==> config.mk <==
export PLATFORM = sky130hd
export DESIGN_NAME = edge_capture_unit
export DESIGN_NICKNAME = d
export VERILOG_FILES = /design/src/rtl/capt_pkg.sv /design/src/rtl/capt_regs.sv /design/src/rtl/capt_timebase.sv /design/src/rtl/capt_pin_filter.sv /design/src/rtl/capt_edge_latch.sv /design/src/rtl/edge_capture_unit.sv
export SDC_FILE = /design/constraint.sdc
export NUM_CORES = 1
export LEC_CHECK = 0
export BUFFER_PORTS_ARGS = -buffer_cell sky130_fd_sc_hd__buf_2
export CAP_MARGIN = 20
export CELL_PAD_IN_SITES_DETAIL_PLACEMENT = 0
export CELL_PAD_IN_SITES_GLOBAL_PLACEMENT = 1
export CORE_ASPECT_RATIO = 0.7
export CORE_UTILIZATION = 37
export DETAILED_ROUTE_END_ITERATION = 16
export PLACE_DENSITY = 0.86
export SYNTH_ARGS = -nofsm -noshare
export SYNTH_HDL_FRONTEND = slang
export SYNTH_SLANG_ARGS = --single-unit
==> constraint.sdc <==
create_clock -name clk -period 1.55 [get_ports clk]
set_input_delay 0.31 -clock clk [delete_from_list [all_inputs] [get_ports clk]]
set_output_delay 0.31 -clock clk [all_outputs]
set_load 0.02 [all_outputs]
==> src/rtl/capt_pkg.sv <==
// Package: shared types and register layout for the edge capture unit.
// Assumes an 8-bit register data path; the mode bit order is fixed.
package capt_pkg;

    localparam int MODE_W = 8;
    localparam int DATA_W = 8;
    localparam int ADDR_W = 2;

    localparam logic [ADDR_W-1:0] ADDR_MODE = 2'd0;
    localparam logic [ADDR_W-1:0] ADDR_CTRL = 2'd1;

    localparam int CTRL_FLAG_BIT = 0;
    localparam int CTRL_RUN_BIT  = 1;

    // Mode register layout, most significant bit first.
    typedef struct packed {
        logic wide_pwm;
        logic cmp_en;
        logic rise_en;
        logic fall_en;
        logic match_en;
        logic toggle_en;
        logic pwm_en;
        logic int_en;
    } mode_t;

    // Kind of transition seen on the filtered input this cycle.
    typedef enum logic [1:0] {
        EV_NONE = 2'd0,
        EV_RISE = 2'd1,
        EV_FALL = 2'd2
    } edge_ev_t;

endpackage

==> src/rtl/capt_regs.sv <==
// Module: register write port. It holds the mode register and the run bit,
// and it produces a one-cycle flag-clear request.
// Assumes single-cycle writes with no read path; unknown addresses are ignored.
module capt_regs
    import capt_pkg::*;
(
    input  logic              clk,
    input  logic              rst_n,
    input  logic              wr_en,
    input  logic [ADDR_W-1:0] wr_addr,
    input  logic [DATA_W-1:0] wr_data,
    output mode_t             mode_q,
    output logic              run_q,
    output logic              clr_req
);

    logic mode_wr;
    logic ctrl_wr;

    // Decode which register the current write targets.
    always_comb begin
        mode_wr = wr_en && (wr_addr == ADDR_MODE);
        ctrl_wr = wr_en && (wr_addr == ADDR_CTRL);
    end

    // Mode register storage.
    always_ff @(posedge clk) begin
        if (!rst_n) begin
            mode_q <= '0;
        end else if (mode_wr) begin
            mode_q <= mode_t'(wr_data[MODE_W-1:0]);
        end
    end

    // Timebase run enable storage.
    always_ff @(posedge clk) begin
        if (!rst_n) begin
            run_q <= 1'b0;
        end else if (ctrl_wr) begin
            run_q <= wr_data[CTRL_RUN_BIT];
        end
    end

    // Writing 0 to the flag bit asks for a clear; writing 1 does nothing.
    always_comb begin
        clr_req = ctrl_wr && !wr_data[CTRL_FLAG_BIT];
    end

endmodule

==> src/rtl/capt_timebase.sv <==
// Module: free-running timebase counter.
// Assumes the run enable is already synchronous; it wraps at 2**W.
module capt_timebase #(
    parameter int W = 16
) (
    input  logic         clk,
    input  logic         rst_n,
    input  logic         run,
    output logic [W-1:0] count
);

    localparam logic [W-1:0] ONE = W'(1);

    // Advance by one while enabled, wrapping naturally at the top.
    always_ff @(posedge clk) begin
        if (!rst_n) begin
            count <= '0;
        end else if (run) begin
            count <= count + ONE;
        end
    end

endmodule

==> src/rtl/capt_pin_filter.sv <==
// Module: input conditioner. A chain of synchroniser flops feeds a
// stability filter that accepts a level only after FILT_CYCLES matching
// samples in a row.
// Assumes pin is fully asynchronous; the filtered level resets low.
module capt_pin_filter #(
    parameter int SYNC_STAGES = 2,
    parameter int FILT_CYCLES = 2
) (
    input  logic clk,
    input  logic rst_n,
    input  logic pin,
    output logic level
);

    localparam int CW = (FILT_CYCLES < 2) ? 1 : $clog2(FILT_CYCLES + 1);
    localparam logic [CW-1:0] CNT_LAST = CW'(FILT_CYCLES - 1);
    localparam logic [CW-1:0] CNT_ONE  = CW'(1);

    logic [SYNC_STAGES-1:0] chain;
    logic                   sync_lvl;
    logic [CW-1:0]          run_cnt;

    // Synchroniser stages; stage 0 samples the raw pin.
    for (genvar g = 0; g < SYNC_STAGES; g++) begin : g_sync
        if (g == 0) begin : g_first
            // First stage samples the asynchronous pin.
            always_ff @(posedge clk) begin
                if (!rst_n) chain[g] <= 1'b0;
                else        chain[g] <= pin;
            end
        end else begin : g_next
            // Later stages take the previous stage.
            always_ff @(posedge clk) begin
                if (!rst_n) chain[g] <= 1'b0;
                else        chain[g] <= chain[g-1];
            end
        end
    end

    // The last stage is the synchronised level.
    always_comb begin
        sync_lvl = chain[SYNC_STAGES-1];
    end

    // Count how long the synchronised level has differed from the accepted
    // one, and accept it once the count reaches the window.
    always_ff @(posedge clk) begin
        if (!rst_n) begin
            run_cnt <= '0;
            level   <= 1'b0;
        end else if (sync_lvl == level) begin
            run_cnt <= '0;
        end else if (run_cnt == CNT_LAST) begin
            run_cnt <= '0;
            level   <= sync_lvl;
        end else begin
            run_cnt <= run_cnt + CNT_ONE;
        end
    end

endmodule

==> src/rtl/capt_edge_latch.sv <==
// Module: edge detector, capture register, sticky flag and interrupt gate.
// Assumes level is glitch-free and synchronous. A capture has priority over
// a clear that arrives in the same cycle.
module capt_edge_latch
    import capt_pkg::*;
#(
    parameter int W = 16
) (
    input  logic         clk,
    input  logic         rst_n,
    input  logic         level,
    input  logic         rise_en,
    input  logic         fall_en,
    input  logic         int_en,
    input  logic [W-1:0] stamp,
    input  logic         clr_req,
    output logic [W-1:0] cap_value,
    output logic         flag,
    output logic         irq
);

    logic     prev_lvl;
    edge_ev_t ev;
    logic     hit;

    // Remember the previous filtered level for edge detection.
    always_ff @(posedge clk) begin
        if (!rst_n) prev_lvl <= 1'b0;
        else        prev_lvl <= level;
    end

    // Classify the transition and qualify it against the enables.
    always_comb begin
        if (level && !prev_lvl)      ev = EV_RISE;
        else if (!level && prev_lvl) ev = EV_FALL;
        else                         ev = EV_NONE;
        hit = ((ev == EV_RISE) && rise_en) || ((ev == EV_FALL) && fall_en);
    end

    // Load the timebase stamp on a qualified edge.
    always_ff @(posedge clk) begin
        if (!rst_n)   cap_value <= '0;
        else if (hit) cap_value <= stamp;
    end

    // Sticky flag: set by a capture, cleared only by a request.
    always_ff @(posedge clk) begin
        if (!rst_n)       flag <= 1'b0;
        else if (hit)     flag <= 1'b1;
        else if (clr_req) flag <= 1'b0;
    end

    // Interrupt request follows the flag when enabled.
    always_comb begin
        irq = flag && int_en;
    end

endmodule

==> src/rtl/edge_capture_unit.sv <==
// Module: top of the edge-selectable capture channel. It joins the register
// port, the timebase, the input conditioner and the capture latch.
// Assumes one clock domain with a synchronous active-low reset.
module edge_capture_unit
    import capt_pkg::*;
#(
    parameter int TB_W        = 16,
    parameter int SYNC_STAGES = 2,
    parameter int FILT_CYCLES = 2
) (
    input  logic              clk,
    input  logic              rst_n,
    input  logic              pin_in,
    input  logic              wr_en,
    input  logic [ADDR_W-1:0] wr_addr,
    input  logic [DATA_W-1:0] wr_data,
    output logic [MODE_W-1:0] mode_q,
    output logic              run_q,
    output logic [TB_W-1:0]   timebase,
    output logic [TB_W-1:0]   cap_value,
    output logic              cap_flag,
    output logic              irq,
    output logic              pin_level
);

    mode_t mode_s;
    logic  clr_req;

    capt_regs u_regs (
        .clk     (clk),
        .rst_n   (rst_n),
        .wr_en   (wr_en),
        .wr_addr (wr_addr),
        .wr_data (wr_data),
        .mode_q  (mode_s),
        .run_q   (run_q),
        .clr_req (clr_req)
    );

    capt_timebase #(.W(TB_W)) u_tb (
        .clk   (clk),
        .rst_n (rst_n),
        .run   (run_q),
        .count (timebase)
    );

    capt_pin_filter #(
        .SYNC_STAGES (SYNC_STAGES),
        .FILT_CYCLES (FILT_CYCLES)
    ) u_filt (
        .clk   (clk),
        .rst_n (rst_n),
        .pin   (pin_in),
        .level (pin_level)
    );

    capt_edge_latch #(.W(TB_W)) u_latch (
        .clk       (clk),
        .rst_n     (rst_n),
        .level     (pin_level),
        .rise_en   (mode_s.rise_en),
        .fall_en   (mode_s.fall_en),
        .int_en    (mode_s.int_en),
        .stamp     (timebase),
        .clr_req   (clr_req),
        .cap_value (cap_value),
        .flag      (cap_flag),
        .irq       (irq)
    );

    // Present the mode register as a plain vector.
    always_comb begin
        mode_q = mode_s;
    end

endmodule

# --- Word level (Yosys, flattened, before mapping) ---
# Cells that the tools add are included.
totals:
  elab_cells: 46
  output_inout_bits: 44
  inputBits: 14
  reg_bits: 48
op_classes:
  n_addsub: 2
  n_eq_ne: 5
  muxes: 4
  n_reduce_logical: 16
  bitwise_logic: 2
ops:
  columns: ["operator", "n"]
  rows:
  - ["$add A16 B1 Y16 const B", 1]
  - ["$logic_and A1 B1 Y1", 8]
  - ["$eq A2 B1 Y1 const B", 3]
  - ["$mux W2", 2]
  - ["$logic_not A1 Y1", 3]
  - ["$reduce_or A3 Y1", 1]
  - ["$add A2 B1 Y2 const B", 1]
  - ["$eq A2 B2 Y1 const B", 1]
  - ["$logic_not A2 Y1", 1]
  - ["$mux W1", 2]
  - ["$not A1 Y1", 2]
  - ["$reduce_and A2 Y1", 1]
  - ["$reduce_bool A2 Y1", 1]
  - ["$eq A1 B1 Y1", 1]
  - ["$logic_or A1 B1 Y1", 1]

# --- Depth between registers and ports, before layout ---
depth:
  word_depth: 8
  mapped_depth: 5
  ltp_nobuf: 4

# --- By module ---
# Synthesis repeated with hierarchy kept, for this count alone.
unflattened:
  cells_unflattened: 217
  hier_area_um2: 2029.4
modules_own_cells:
  columns: ["module", "cells_per_inst", "instances", "area_each_um2"]
  rows:
  - ["capt_timebase", 83, 1, 744.5]
  - ["capt_edge_latch", 79, 1, 729.4]
  - ["capt_regs", 41, 1, 384.1]
  - ["capt_pin_filter", 14, 1, 171.4]

# --- Worst setup path before layout ---
# Ideal clock, no wire load.
synth_path:
  kind: "register to register"
  start: "register u_tb.count[0]"
  end: "register u_tb.count[10]"
  period_less_slack_ps: 1516
  arrival_time_ps: 1445
  t_required_ps: 1480
  path_slack_ps: 34
  path_stages_with_launch: 5
  cell_sequence: "dfxtp_1 > ha_1 > nand3_1 > or4_1 > a21oi_1"
synth_via:
  elab_chain_len: 1
synth_lines:
  columns: ["item", "line", "text"]
  rows:
  - ["start: declaration", "capt_timebase.sv:9", "output logic [W-1:0] count"]
  - ["start signal: assignment", "capt_timebase.sv:19", "count <= count + ONE;"]
  - ["$add A16 B1 Y16", "capt_timebase.sv:19", null]
# No other way between the ends.
# A chain may end at the register's enable or synchronous reset.

==> impl_metrics.toml <==
[global_route]
antenna_found_initial = 0
grt_max_degree = 27
track_usage_pct = 17.9
grt_pass1_wl_um = 7630
grt_pass1_vias = 1557
grt-ovfl-total = 0

[sta]
tightest_slew_ps = 376
fmax_mhz = 671
setup_viol = 0
finalCriticalPeriod_ps = 1490
clock-skew-final_ps = 4.25
grt_setup_unrepaired = "yes"
setup-tns-final_ps = 0
holdWs_ps = 211
slew_violations = 0
slew_headroom_pct = 74.7
finalHoldViolations = 0
post-route-period-util_pct = 96.1

[cells_and_area]
layout.nets = 292
design_area_um2 = 2440
layout_common_cells = "buf_2 (57), dfxtp_1 (47), a21oi_1 (23)"
drive_gt1_share_pct = 30.3
num_antenna_cells = 0
fin_util_pct = 49.7
areaGrowthSynthToFinish_pct = 25.3
layout_commonest_cell = "buf_2"

[synthesis]
ys_warn_count = 0
synthCells = 215
syn_avg_cell_area_um2 = 9.07
async_flop_share_pct = 0
ys_ff_latch = 48
ys_seq_area_share_pct = 49.3
yosys.cell_types.count = 30
synth_ff_type = "dfxtp_1"
synth_area_um2 = 1950
synth_edf_count = 0
syn-num-nets = 231

[detailed_routing]
dr.first_iter.drc_count = 81
drcViolationCount = 0
vias = 1733
dr.pass1.iters = 4
wl_um = 4540
ant_nets = 0
post_drt_wl_per_cell_um = 13.1
vias_per_cell = 5.01

[clock_tree]
root_buffer = "clkbuf_8"
htreeDepth = 2
cts_hold_buffers = 0
path_clk_slew_ps = 90
post-cts-setup-buffers = 0
clockBufferDepth = 2
cts.sinks = 48
clk_latency_ps = 300
numCtsBuffers = 5
cts_tree = "yes"

[placement]
place_area_um2 = 2330
gp_congestion = 0.738
port_buffers = 57
place_hpwl_um = 3160

[power]
totalPowerFinal_mw = 2.14
max-vdd-ir-drop_v = 0.000454
p_per_area_nw_per_um2 = 876
p_leak_nw = 1.01

[floorplanning]
io_pins = 58
start_util_pct = 39.7
die_w_um = 88.8
die-area_um2 = 5570
die_h_um = 62.8
coreArea_um2 = 4910
std_cell_rows = 21

[hold_path]
hp-class = "input pin to register"

[setup_path]
critical_path_arrival_ps = 1720
crit_fanout = 11
worstSetupPathType = "register to register"
end_kind = "register"
required_ps = 1780
critPathLaunchType = "register"

[run]
cap_violations = 0

[run_status]
status = "finished clean"
[metal layers]
metal | vias up | share of wire, % | global-route usage (%)
li1 | 881 | - | -
met1 | 789 | 52 | 26.5
met2 | 59 | 40 | 24.6
met3 | 4 | 6.9 | 5.68
met4 | 0 | 0.81 | 4.84
met5 | - | 0 | 0
[sequential cells by signal (all words and copies together), names as in the netlist]
register	cells
u_filt.chain	1
u_filt.level	1
u_filt.run_cnt	2
u_filt.sync_lvl	1
u_latch.cap_value	16
u_latch.flag	1
u_latch.prev_lvl	1
u_regs.mode_q	8
u_regs.run_q	1
u_tb.count	16
[power by group]
part           switching [mW]  internal (mW)
Clock                   0.424          0.361
Combinational          0.0577         0.0431
Sequential            0.00874           1.24
Total                   0.491           1.65
[layout make-up]
class,count,area (µm²)
Fill cell,471,2470
Sequential cell,48,962
Multi-Input combinational cell,146,892
Timing Repair Buffer,71,390
Tap cell,69,86.3
Clock buffer,6,82.6
Clock inverter,2,15.0
Inverter,4,15.0
[cells by family (layout without fill, tap and decap cells)]
| group | after synthesis | after routing | share of synthesized area [%] |
|---|---|---|---|
| flip-flops | 48 | 48 | 49.3 |
| AND/OR/NAND/NOR | 76 | 76 | 21.0 |
| adder cells (fa/ha/maj) | 2 | 2 | 1.28 |
| AO/OA/AOI/OAI | 48 | 48 | 12.9 |
| multiplexers | 15 | 15 | 7.70 |
| XOR/XNOR | 5 | 5 | 2.25 |
| buffers and inverters | 21 | 83 | 5.58 |
[per-stage QoR]
| stage | setup slack, ps | instances |
|---|---|---|
| 6_report | 60.2 | 346 |
| 5_1_grt | -55.4 | 346 |
| 4_1_cts | 36.4 | 346 |
| 3_5_place_dp | 69.4 | 338 |
| 3_3_place_gp | 119 | 338 |
| 2_1_floorplan | 34.2 | 215 |
[repair_timing]
action,CTS,global route
hold endpoints to repair,0,0
gates resized for setup,0,3
setup endpoints to repair,0,6
[worst max-delay path: stages, from the launching register on]
cell and delay (ps):
dfxtp_1 430, nand4_2 280, or4_1 580, a21oi_1 140
[synthesized netlist by cell type (8+ instances only)]
cell / instances / area [µm²]
a21oi_1: 23 / 115
nor2_1: 17 / 63.8
o21ai_0: 19 / 95.1
dfxtp_1: 48 / 961
clkbuf_1: 9 / 33.8
nand3_1: 20 / 100
nand2_1: 8 / 30.0
mux2i_1: 15 / 150
[final timing paths]
kind,startpoint,endpoint,slack [ps],depth (start not counted)
hold / removal,pin_in,u_filt.chain[0],210,2
setup / recovery,u_regs.run_q,u_tb.count[9],60,3
hold reg to reg,u_filt.run_cnt[0],u_filt.run_cnt[0],430,1
setup reg to reg,u_regs.run_q,u_tb.count[9],60,3
Note: power is estimated with default switching activity, not from simulation.
